## config.mk

```make
export PLATFORM = sky130hd
export DESIGN_NAME = bank_xlate_top
export DESIGN_NICKNAME = d
export VERILOG_FILES = /design/src/rtl/xlate_pkg.sv /design/src/rtl/xlate_regs.sv /design/src/rtl/xlate_area_sel.sv /design/src/rtl/xlate_reloc.sv /design/src/rtl/bank_xlate_top.sv
export SDC_FILE = /design/constraint.sdc
export NUM_CORES = 1
export LEC_CHECK = 0
export ABC_CLOCK_PERIOD_IN_PS = 2700
export CAP_MARGIN = 0
export CORE_MARGIN = 3
export CORE_UTILIZATION = 49
export CTS_CLUSTER_DIAMETER = 40
export DETAILED_ROUTE_END_ITERATION = 8
export DONT_BUFFER_PORTS = 1
export GPL_TIMING_DRIVEN = 0
export PLACE_DENSITY = 0.72
export SLEW_MARGIN = 10
export SYNTH_ARGS = -nofsm -noshare
export SYNTH_HDL_FRONTEND = slang
export SYNTH_SLANG_ARGS = --single-unit
```

## constraint.sdc

```tcl
create_clock -name clk -period 2.7 [get_ports clk]
set_input_delay 0.135 -clock clk [delete_from_list [all_inputs] [get_ports clk]]
set_output_delay 0.135 -clock clk [all_outputs]
set_load 0.02 [all_outputs]
```

## src/rtl/xlate_pkg.sv

```systemverilog
package xlate_pkg;

  typedef enum logic [1:0] {
    AREA_LOW  = 2'd0,
    AREA_WIN  = 2'd1,
    AREA_HIGH = 2'd2
  } area_e;

  localparam int NUM_REGS = 3;
  localparam int SEL_W    = 2;

  localparam logic [SEL_W-1:0] SEL_BOUND = 2'd0;
  localparam logic [SEL_W-1:0] SEL_WBASE = 2'd1;
  localparam logic [SEL_W-1:0] SEL_HBASE = 2'd2;

endpackage

```

## src/rtl/xlate_regs.sv

```systemverilog
module xlate_regs
  import xlate_pkg::*;
#(
  parameter int          DATA_W    = 8,
  parameter logic [7:0]  BOUND_RST = 8'hF0
) (
  input  logic              clk,
  input  logic              rst_n,
  input  logic [SEL_W-1:0]  io_sel,
  input  logic              io_wr,
  input  logic [DATA_W-1:0] io_wdata,
  output logic [DATA_W-1:0] io_rdata,
  output logic [DATA_W-1:0] bound_q,
  output logic [DATA_W-1:0] wbase_q,
  output logic [DATA_W-1:0] hbase_q
);

  localparam int SEL_SPAN = 1 << SEL_W;

  logic [DATA_W-1:0] regs_q [NUM_REGS];
  logic              sel_valid;
  logic              write_lost;

  function automatic logic [DATA_W-1:0] reset_value(input int idx);
    if (idx == int'(SEL_BOUND)) return DATA_W'(BOUND_RST);
    return '0;
  endfunction

  assign sel_valid  = (int'(io_sel) < NUM_REGS);
  assign write_lost = io_wr && !sel_valid;

  for (genvar gi = 0; gi < NUM_REGS; gi++) begin : g_reg
    always_ff @(posedge clk or negedge rst_n) begin
      if (!rst_n)
        regs_q[gi] <= reset_value(gi);
      else if (io_wr && (io_sel == SEL_W'(gi)))
        regs_q[gi] <= io_wdata;
    end
  end

  always_comb begin
    io_rdata = '0;
    for (int k = 0; k < NUM_REGS; k++)
      if (io_sel == SEL_W'(k)) io_rdata = regs_q[k];
  end

  assign bound_q = regs_q[SEL_BOUND];
  assign wbase_q = regs_q[SEL_WBASE];
  assign hbase_q = regs_q[SEL_HBASE];

  // a write to a real register lands on the next edge
  p_write_lands_r2: assert property (@(posedge clk) disable iff (!rst_n)
    (io_wr && sel_valid) |=> (io_rdata == io_rdata || 1'b1) &&
      (regs_q[$past(io_sel) < SEL_W'(NUM_REGS) ? $past(io_sel) : 0] == $past(io_wdata)));

  // without a write, the registers hold their values
  p_hold_r2: assert property (@(posedge clk) disable iff (!rst_n)
    !io_wr |=> $stable(bound_q) && $stable(wbase_q) && $stable(hbase_q));

  // a write to the unused code touches nothing
  p_unused_write_r9: assert property (@(posedge clk) disable iff (!rst_n)
    write_lost |=> $stable(bound_q) && $stable(wbase_q) && $stable(hbase_q));

  // a read of the unused code returns zero
  p_unused_read_r9: assert property (@(posedge clk) disable iff (!rst_n)
    !sel_valid |-> io_rdata == '0);

  initial begin
    if (SEL_SPAN < NUM_REGS) $error("select too narrow");
  end

endmodule

```

## src/rtl/xlate_area_sel.sv

```systemverilog
module xlate_area_sel
  import xlate_pkg::*;
#(
  parameter int PAGE_W = 4
) (
  input  logic              clk,
  input  logic              rst_n,
  input  logic [PAGE_W-1:0] page,
  input  logic [PAGE_W-1:0] win_start,
  input  logic [PAGE_W-1:0] high_start,
  output area_e             area
);

  logic hit_high;
  logic hit_win;
  logic low_empty;
  logic win_empty;

  function automatic area_e classify(input logic [PAGE_W-1:0] pg,
                                     input logic [PAGE_W-1:0] ws,
                                     input logic [PAGE_W-1:0] hs);
    if (pg >= hs) return AREA_HIGH;
    if (pg >= ws) return AREA_WIN;
    return AREA_LOW;
  endfunction

  assign hit_high  = (page >= high_start);
  assign hit_win   = (page >= win_start);
  assign low_empty = (win_start == '0);
  assign win_empty = (high_start <= win_start);
  assign area      = classify(page, win_start, high_start);

  // region codes follow the priority order of the boundaries
  p_high_first_r3: assert property (@(posedge clk) disable iff (!rst_n)
    hit_high |-> area == AREA_HIGH);
  p_win_second_r3: assert property (@(posedge clk) disable iff (!rst_n)
    (!hit_high && hit_win) |-> area == AREA_WIN);
  p_code_range_r3: assert property (@(posedge clk) disable iff (!rst_n)
    area != 2'd3);

  // empty regions are never selected
  p_low_empty_r8: assert property (@(posedge clk) disable iff (!rst_n)
    low_empty |-> area != AREA_LOW);
  p_win_empty_r8: assert property (@(posedge clk) disable iff (!rst_n)
    win_empty |-> area != AREA_WIN);

endmodule

```

## src/rtl/xlate_reloc.sv

```systemverilog
module xlate_reloc #(
  parameter int PAGE_W = 4,
  parameter int BASE_W = 8
) (
  input  logic [PAGE_W-1:0] page,
  input  logic [BASE_W-1:0] base,
  output logic [BASE_W-1:0] phys_hi
);

  function automatic logic [BASE_W-1:0] add_wrap(input logic [PAGE_W-1:0] pg,
                                                 input logic [BASE_W-1:0] b);
    logic [BASE_W:0] full;
    full = {1'b0, BASE_W'(pg)} + {1'b0, b};
    return full[BASE_W-1:0];
  endfunction

  assign phys_hi = add_wrap(page, base);

endmodule

```

## src/rtl/bank_xlate_top.sv

```systemverilog
module bank_xlate_top
  import xlate_pkg::*;
#(
  parameter int         LOG_W     = 16,
  parameter int         PAGE_W    = 4,
  parameter int         BASE_W    = 8,
  parameter logic [7:0] BOUND_RST = 8'hF0
) (
  input  logic                      clk,
  input  logic                      rst_n,
  input  logic [1:0]                io_sel,
  input  logic                      io_wr,
  input  logic [7:0]                io_wdata,
  output logic [7:0]                io_rdata,
  input  logic [15:0]               log_addr,
  output logic [19:0]               phys_addr,
  output logic [1:0]                area
);

  localparam int OFS_W  = LOG_W - PAGE_W;
  localparam int PHYS_W = OFS_W + BASE_W;

  logic [BASE_W-1:0] bound_q, wbase_q, hbase_q;
  logic [PAGE_W-1:0] page;
  logic [PAGE_W-1:0] win_start, high_start;
  logic [BASE_W-1:0] sel_base;
  logic [BASE_W-1:0] phys_hi;
  logic [OFS_W-1:0]  offset;
  area_e             area_s;

  xlate_regs #(.DATA_W(BASE_W), .BOUND_RST(BOUND_RST)) u_regs (
    .clk      (clk),
    .rst_n    (rst_n),
    .io_sel   (io_sel),
    .io_wr    (io_wr),
    .io_wdata (io_wdata),
    .io_rdata (io_rdata),
    .bound_q  (bound_q),
    .wbase_q  (wbase_q),
    .hbase_q  (hbase_q)
  );

  assign page       = log_addr[LOG_W-1:OFS_W];
  assign offset     = log_addr[OFS_W-1:0];
  assign win_start  = bound_q[PAGE_W-1:0];
  assign high_start = bound_q[2*PAGE_W-1:PAGE_W];

  xlate_area_sel #(.PAGE_W(PAGE_W)) u_area (
    .clk        (clk),
    .rst_n      (rst_n),
    .page       (page),
    .win_start  (win_start),
    .high_start (high_start),
    .area       (area_s)
  );

  always_comb begin
    unique case (area_s)
      AREA_WIN:  sel_base = wbase_q;
      AREA_HIGH: sel_base = hbase_q;
      default:   sel_base = '0;
    endcase
  end

  xlate_reloc #(.PAGE_W(PAGE_W), .BASE_W(BASE_W)) u_reloc (
    .page    (page),
    .base    (sel_base),
    .phys_hi (phys_hi)
  );

  assign phys_addr = {phys_hi, offset};
  assign area      = area_s;

  // the page offset bypasses translation
  p_offset_pass_r7: assert property (@(posedge clk) disable iff (!rst_n)
    phys_addr[OFS_W-1:0] == log_addr[OFS_W-1:0]);

  // the low region is an identity map
  p_low_identity_r4: assert property (@(posedge clk) disable iff (!rst_n)
    area == AREA_LOW |-> phys_addr == PHYS_W'(log_addr));

  // the window page follows the window base, modulo 256
  p_win_reloc_r5: assert property (@(posedge clk) disable iff (!rst_n)
    area == AREA_WIN |->
      phys_addr[PHYS_W-1:OFS_W] == BASE_W'(wbase_q + BASE_W'(log_addr[LOG_W-1:OFS_W])));

  // the high page follows the high base
  p_high_reloc_r6: assert property (@(posedge clk) disable iff (!rst_n)
    area == AREA_HIGH |->
      phys_addr[PHYS_W-1:OFS_W] == BASE_W'(hbase_q + BASE_W'(log_addr[LOG_W-1:OFS_W])));

endmodule

```

; Word-level counts from Yosys, hierarchy flattened
; Index checks and enable logic that the tools add are counted.
[word_totals]
wordCells = 25
n_memories = 0
latch_bits = 0
inputBits = 29
register_bits = 24
ram_bits = 0
rom_bits = 0
[classes]
n_mux = 11
eq_ne = 4
div = 0
bitwise = 0
order_cmp = 2
n_reduce_logical = 4
n_shift = 0
mul = 0
n_addsub = 1
[ops]
columns = cell, n
row1 = $mux W8, 3
row2 = $pmux W8 S2, 1
row3 = $add A4 B8 Y8, 1
row4 = $ge A4 B4 Y1, 2
row5 = $mux W2, 4
row6 = $eq A2 B1 Y1 const B, 2
row7 = $eq A2 B2 Y1 const B, 2
row8 = $logic_and A1 B1 Y1, 3
row9 = $mux W1, 3
row10 = $logic_not A2 Y1, 1

; Longest topological paths before layout
[depth]
word_depth = 8
depth_mapped = 14

; Hierarchy
; A second synthesis with hierarchy kept.
[hier_totals]
cells_unflattened = 158
area_unflattened_um2 = 1809.2
[by_module_without_submodules]
columns = module, area_per_inst_um2, cells_each, seq_area_each_um2, instances
row1 = xlate_regs, 1097.3, 71, 605.6, 1
row2 = bank_xlate_top, 279.0, 35, 0.0, 1
row3 = xlate_reloc, 221.5, 28, 0.0, 1
row4 = xlate_area_sel, 211.5, 24, 0.0, 1

; Worst setup path before layout
; Ideal clock, no wire load.
[synth_path]
path_type = register to output
startpoint = reg u_regs.regs_q (netlist bit u_regs.bound_q[6])
endpoint = out phys_addr[18]
required_ns = 2.565
setup_slack_ns = -0.693
stages_incl_launch_ff = 15
arrival_time_ns = 3.258
n_path_buf = 0
cell_sequence = dfstp_2 -> inv_1 -> ha_1 -> o21ai_2 -> nand2b_2 -> a211oi_2 -> a22o_1 -> ha_1 -> inv_1 -> fa_1 -> inv_1 -> a21oi_1 -> o21bai_1 -> o21ai_1 -> xor2_1
[synth_between]
elab_chain_cells = 6
elab_cells_between_ends = 7
classes_between = add/sub (1) / order compare (1) / eq/ne (2) / mux (3)
[synth_rtl]
columns = item, line
row1 = from (decl), xlate_regs.sv:20  ; logic [DATA_W-1:0] regs_q [NUM_REGS];
row2 = "from (signal, indexed assignment)", xlate_regs.sv:35  ; regs_q[gi] <= reset_value(gi);
row3 = "from (signal, indexed assignment)", xlate_regs.sv:37  ; regs_q[gi] <= io_wdata;
row4 = $ge A4 B4 Y1 *, xlate_area_sel.sv:22  ; if (pg >= hs) return AREA_HIGH;
row5 = $mux W1 *, xlate_area_sel.sv:22
row6 = $mux W2 *, xlate_area_sel.sv:23  ; if (pg >= ws) return AREA_WIN;
row7 = via area[0], bank_xlate_top.sv:17  ; output logic [1:0] area
row8 = $eq A2 B2 Y1 or $eq A2 B1 Y1 (tied branches), bank_xlate_top.sv:58  ; unique case (area_s)
row9 = $pmux W8 S2 *, bank_xlate_top.sv:58
row10 = $add A4 B8 Y8 *, xlate_reloc.sv:13  ; full = {1'b0, BASE_W'(pg)} + {1'b0, b};
row11 = to (decl), bank_xlate_top.sv:16  ; output logic [19:0] phys_addr,
; Mark *: on every way through the listed nets, which the timed path passes. The rest lies on a longest branch.

; Worst setup path in the final report
[layout_path]
startpoint = reg u_regs.regs_q (netlist bit u_regs.bound_q[7])
endpoint = out phys_addr[18]
; The elaborated chain is that of the path after synthesis.

==> flow_summary.yaml <==
critical_path:
  r2r_setup_slack_ns: 1.74
  timing.rr.end: "u_regs.bound_q[7]$_DFFE_PN1P_"
  endpoint_kind: "output pin"
  slowest_stage: "a211oi_4"
  crit_fanout: 7
  cpPeakStageDelay_ns: 0.61
  crit_buf_inv: 3
  cpLargestDelayFamily: "compound AO/OA/AOI/OAI gates"
  startpoint: "u_regs.bound_q[7]$_DFFE_PN1P_"
  r2r-start: "u_regs.bound_q[7]$_DFFE_PN1P_"
  cp_common_cell: "inv_2"
  worst-r2r-cell-count: 3
  cp-start-kind: "flip-flop"
  crit_cells: 14
  path_cells: "inv_2 > ha_4 > nor3_4 > o21ai_4 > a211oi_4 > a22o_1 > ha_4 > inv_2 > fa_2 > inv_2 > a21oi_2 > o21bai_2 > o21ai_2 > xor2_2"
  crit_arrival_ns: 3.60
  crit_required_ns: 2.57
  worstSetupPathType: "reg2out"
  endpoint: "phys_addr[18]"
synthesis:
  syn_inst: 171
  synth-edff-count: 0
  ys_seq_area_share_pct: 34.7
  synth_area_um2: 1740
  synth_area_leader_cell: "dfrtp_1"
  synthFlopType: "dfrtp_1"
  syn_nets: 213
  ys_types: 38
  synth_fa_ha_area_share_pct: 9.76
  netlist.area_leader.share_pct: 28.7
  synth_compound_area_share_pct: 17.6
  synth_xor_xnor_area_share_pct: 2.51
  yosys.area_share.simple_pct: 9.55
  yosysWarningCount: 0
  synth_mux_area_share_pct: 16.2
  avgSynthCellArea_um2: 10.2
  ys_ff_latch: 24
  synth.area.top_cells: "dfrtp_1 29%, mux2_2 12%, ha_1 8.6%, dfstp_2 6.0%, buf_4 5.2%"
  synth_top_family_by_area: "compound AO/OA/AOI/OAI gates"
  synthArstFlopShare_pct: 100
drt:
  routed_wl_um: 4360
  wl_per_cell_um: 17.9
  drc: 0
  antenna_left: 0
  drt_first_pass_iters: 4
  vias: 1383
  drtIter0Drc: 54
  vias_per_cell: 5.69
global_route:
  grt_max_degree: 25
  grt_antenna_before_repair: 0
  met1_usage_pct: 24.8
  use_met3_pct: 4.10
  busiest_layer: "met2"
  grt_pass1_wl_um: 6730
  overflow: 0
  grt_usage_pct: 20.7
  grt_util_met2_pct: 36.5
  grt_pass1_vias: 1392
timing:
  finalCritPeriodShare_pct: 138
  finalHoldViolCount: 0
  setup_tns_ns: -5.66
  fin_ws_ns: -1.04
  slew_viol_final: 0
  fin_crit_ns: 3.74
  relSlewSlack_pct: 27.4
  rsz0062_at_grt: "yes"
  finalSetupViolCount: 8
  fmax_mhz: 267
  whs_ns: 0.127
  fin_worst_skew_ns: 0
  worst_pin_slew_ns: 1.08
outcome:
  outcome: "complete, but fails checks"
  violations: "setup timing"
power:
  irDropWorstVdd_v: 0.000299
  pwr_density_cell_nw_per_um2: 711
  leakagePower_nw: 0.958
  power_mw: 1.58
layout:
  regArea_um2: 606
  fin_area_um2: 2230
  final_common_cell: "buf_4"
  fillCellCount: 256
  multiInputGateArea_um2: 1170
  final_layout_size_suffix_gt1_share_pct: 46.2
  nNetsFinal: 240
  mostFrequentLayoutCells: "23 x buf_4, 20 x dfrtp_1, 18 x mux2_2"
  final_util_pct: 65.7
  final_cells: 243
  area_growth_pct: 27.9
  n_antenna_cell: 0
placement:
  place_area_um2: 1890
  dp_hpwl_um: 3140
  place.gp.congestion: 0.780
  dpl.cell_count: 217
  place_ws_ns: -0.867
  port_buffers: 0
die:
  die_w_um: 65.6
  rows: 21
  die-area_um2: 4310
  core_region_area_um2: 3390
  die_y_um: 65.6
  io_pins: 59
  start_util_pct: 51.4
clocking:
  clk_pin_slew_ns: 0.14
  clockBufferDepth: 2
  clockRootBuffer: "clkbuf_4"
  worstSkewPairLatency_ns: 0.33
  cts_made_buffers: 3
  clock-sinks: 24
  cts_htree_levels: 1
  cts_tree: "done"
min_path:
  worstHoldStart: "io_wr"
  hp-class: "in2reg"
flow_run:
  cap_violations: 0
[how the worst min path moves through the flow]
stage / endpoint / slack, ns / cells past startpoint
finish: u_regs.bound_q[6]$_DFFE_PN1P_ / 0.13 / 3
detailed placement: u_regs.hbase_q[5]$_DFFE_PN0P_ / -0.16 / 0
CTS: u_regs.bound_q[6]$_DFFE_PN1P_ / 0.12 / 3
global route: u_regs.bound_q[6]$_DFFE_PN1P_ / 0.14 / 3
global placement: u_regs.hbase_q[4]$_DFFE_PN0P_ / -0.16 / 0
floorplan: u_regs.bound_q[0]$_DFFE_PN0P_ / -0.16 / 0
[cells in the mapped netlist (2+ instances only)]
master     instances
o21ai_2            2
clkbuf_1           2
inv_1             16
buf_4             12
a21oi_1            3
a2111oi_2          2
dfstp_2            4
mux2i_1            8
nor2b_1            2
o21bai_1           2
xor2_1             2
and3_2             2
buf_2              2
mux2_2            18
xnor2_1            3
a22o_1             3
ha_1              12
o21a_1             3
o21ai_0           15
a22oi_1            2
nand2_1           17
dfrtp_1           20
nor2_1             4
[metal layers]
| metal | routed length, µm | part of all wire [%] |
|---|---|---|
| met4 | 104 | 2.4 |
| met5 | 0 | 0 |
| met3 | 260 | 6.0 |
| met2 | 2220 | 51 |
| met1 | 1770 | 41 |
[cell families after synthesis]
family                     after synthesis
and+or+nand+nor                         32
adders and majority gates               13
DFF                                     24
muxes                                   26
AOI/OAI and AO/OA                       39
xor gates and xnor gates                 5
buffers and inverters                   32
[report_power, final]
part           internal [mW]  total, mW  leakage, nW  switching [mW]
combinational          0.399      0.897        0.657           0.498
sequential             0.433      0.490        0.280          0.0566
clock                 0.0826      0.196       0.0210           0.114
[what timing repair did]
action / CTS / global route
setup buffers: 8 / 6
gates resized for setup: 17 / 7
hold buffers: 9 / 0
cloned: 0 / 0
hold endpoints to repair: 48 / 0
pin swaps: 15 / 12
setup endpoints to repair: 8 / 8
[worst register-to-register path: stages, from the launching register on]
cell,delay (ns)
dfstp_2,0.56
inv_2,0.05
buf_4,0.13
o21ai_0,0.16
[sequential cells by signal (all words and copies together), names as in the netlist]
name and count:
u_regs.bound_q 8, u_regs.wbase_q 8, u_regs.hbase_q 8
[final cells by class]
cell class / instances / area share (%)
multi-input combinational: 115 / 52.3
sequential: 24 / 27.2
timing repair buffer: 22 / 8.76
buffer: 16 / 4.83
inverter: 16 / 2.70
tap: 46 / 2.58
clock buffer: 4 / 1.63
No activity file was read; power rests on OpenSTA's default activity.
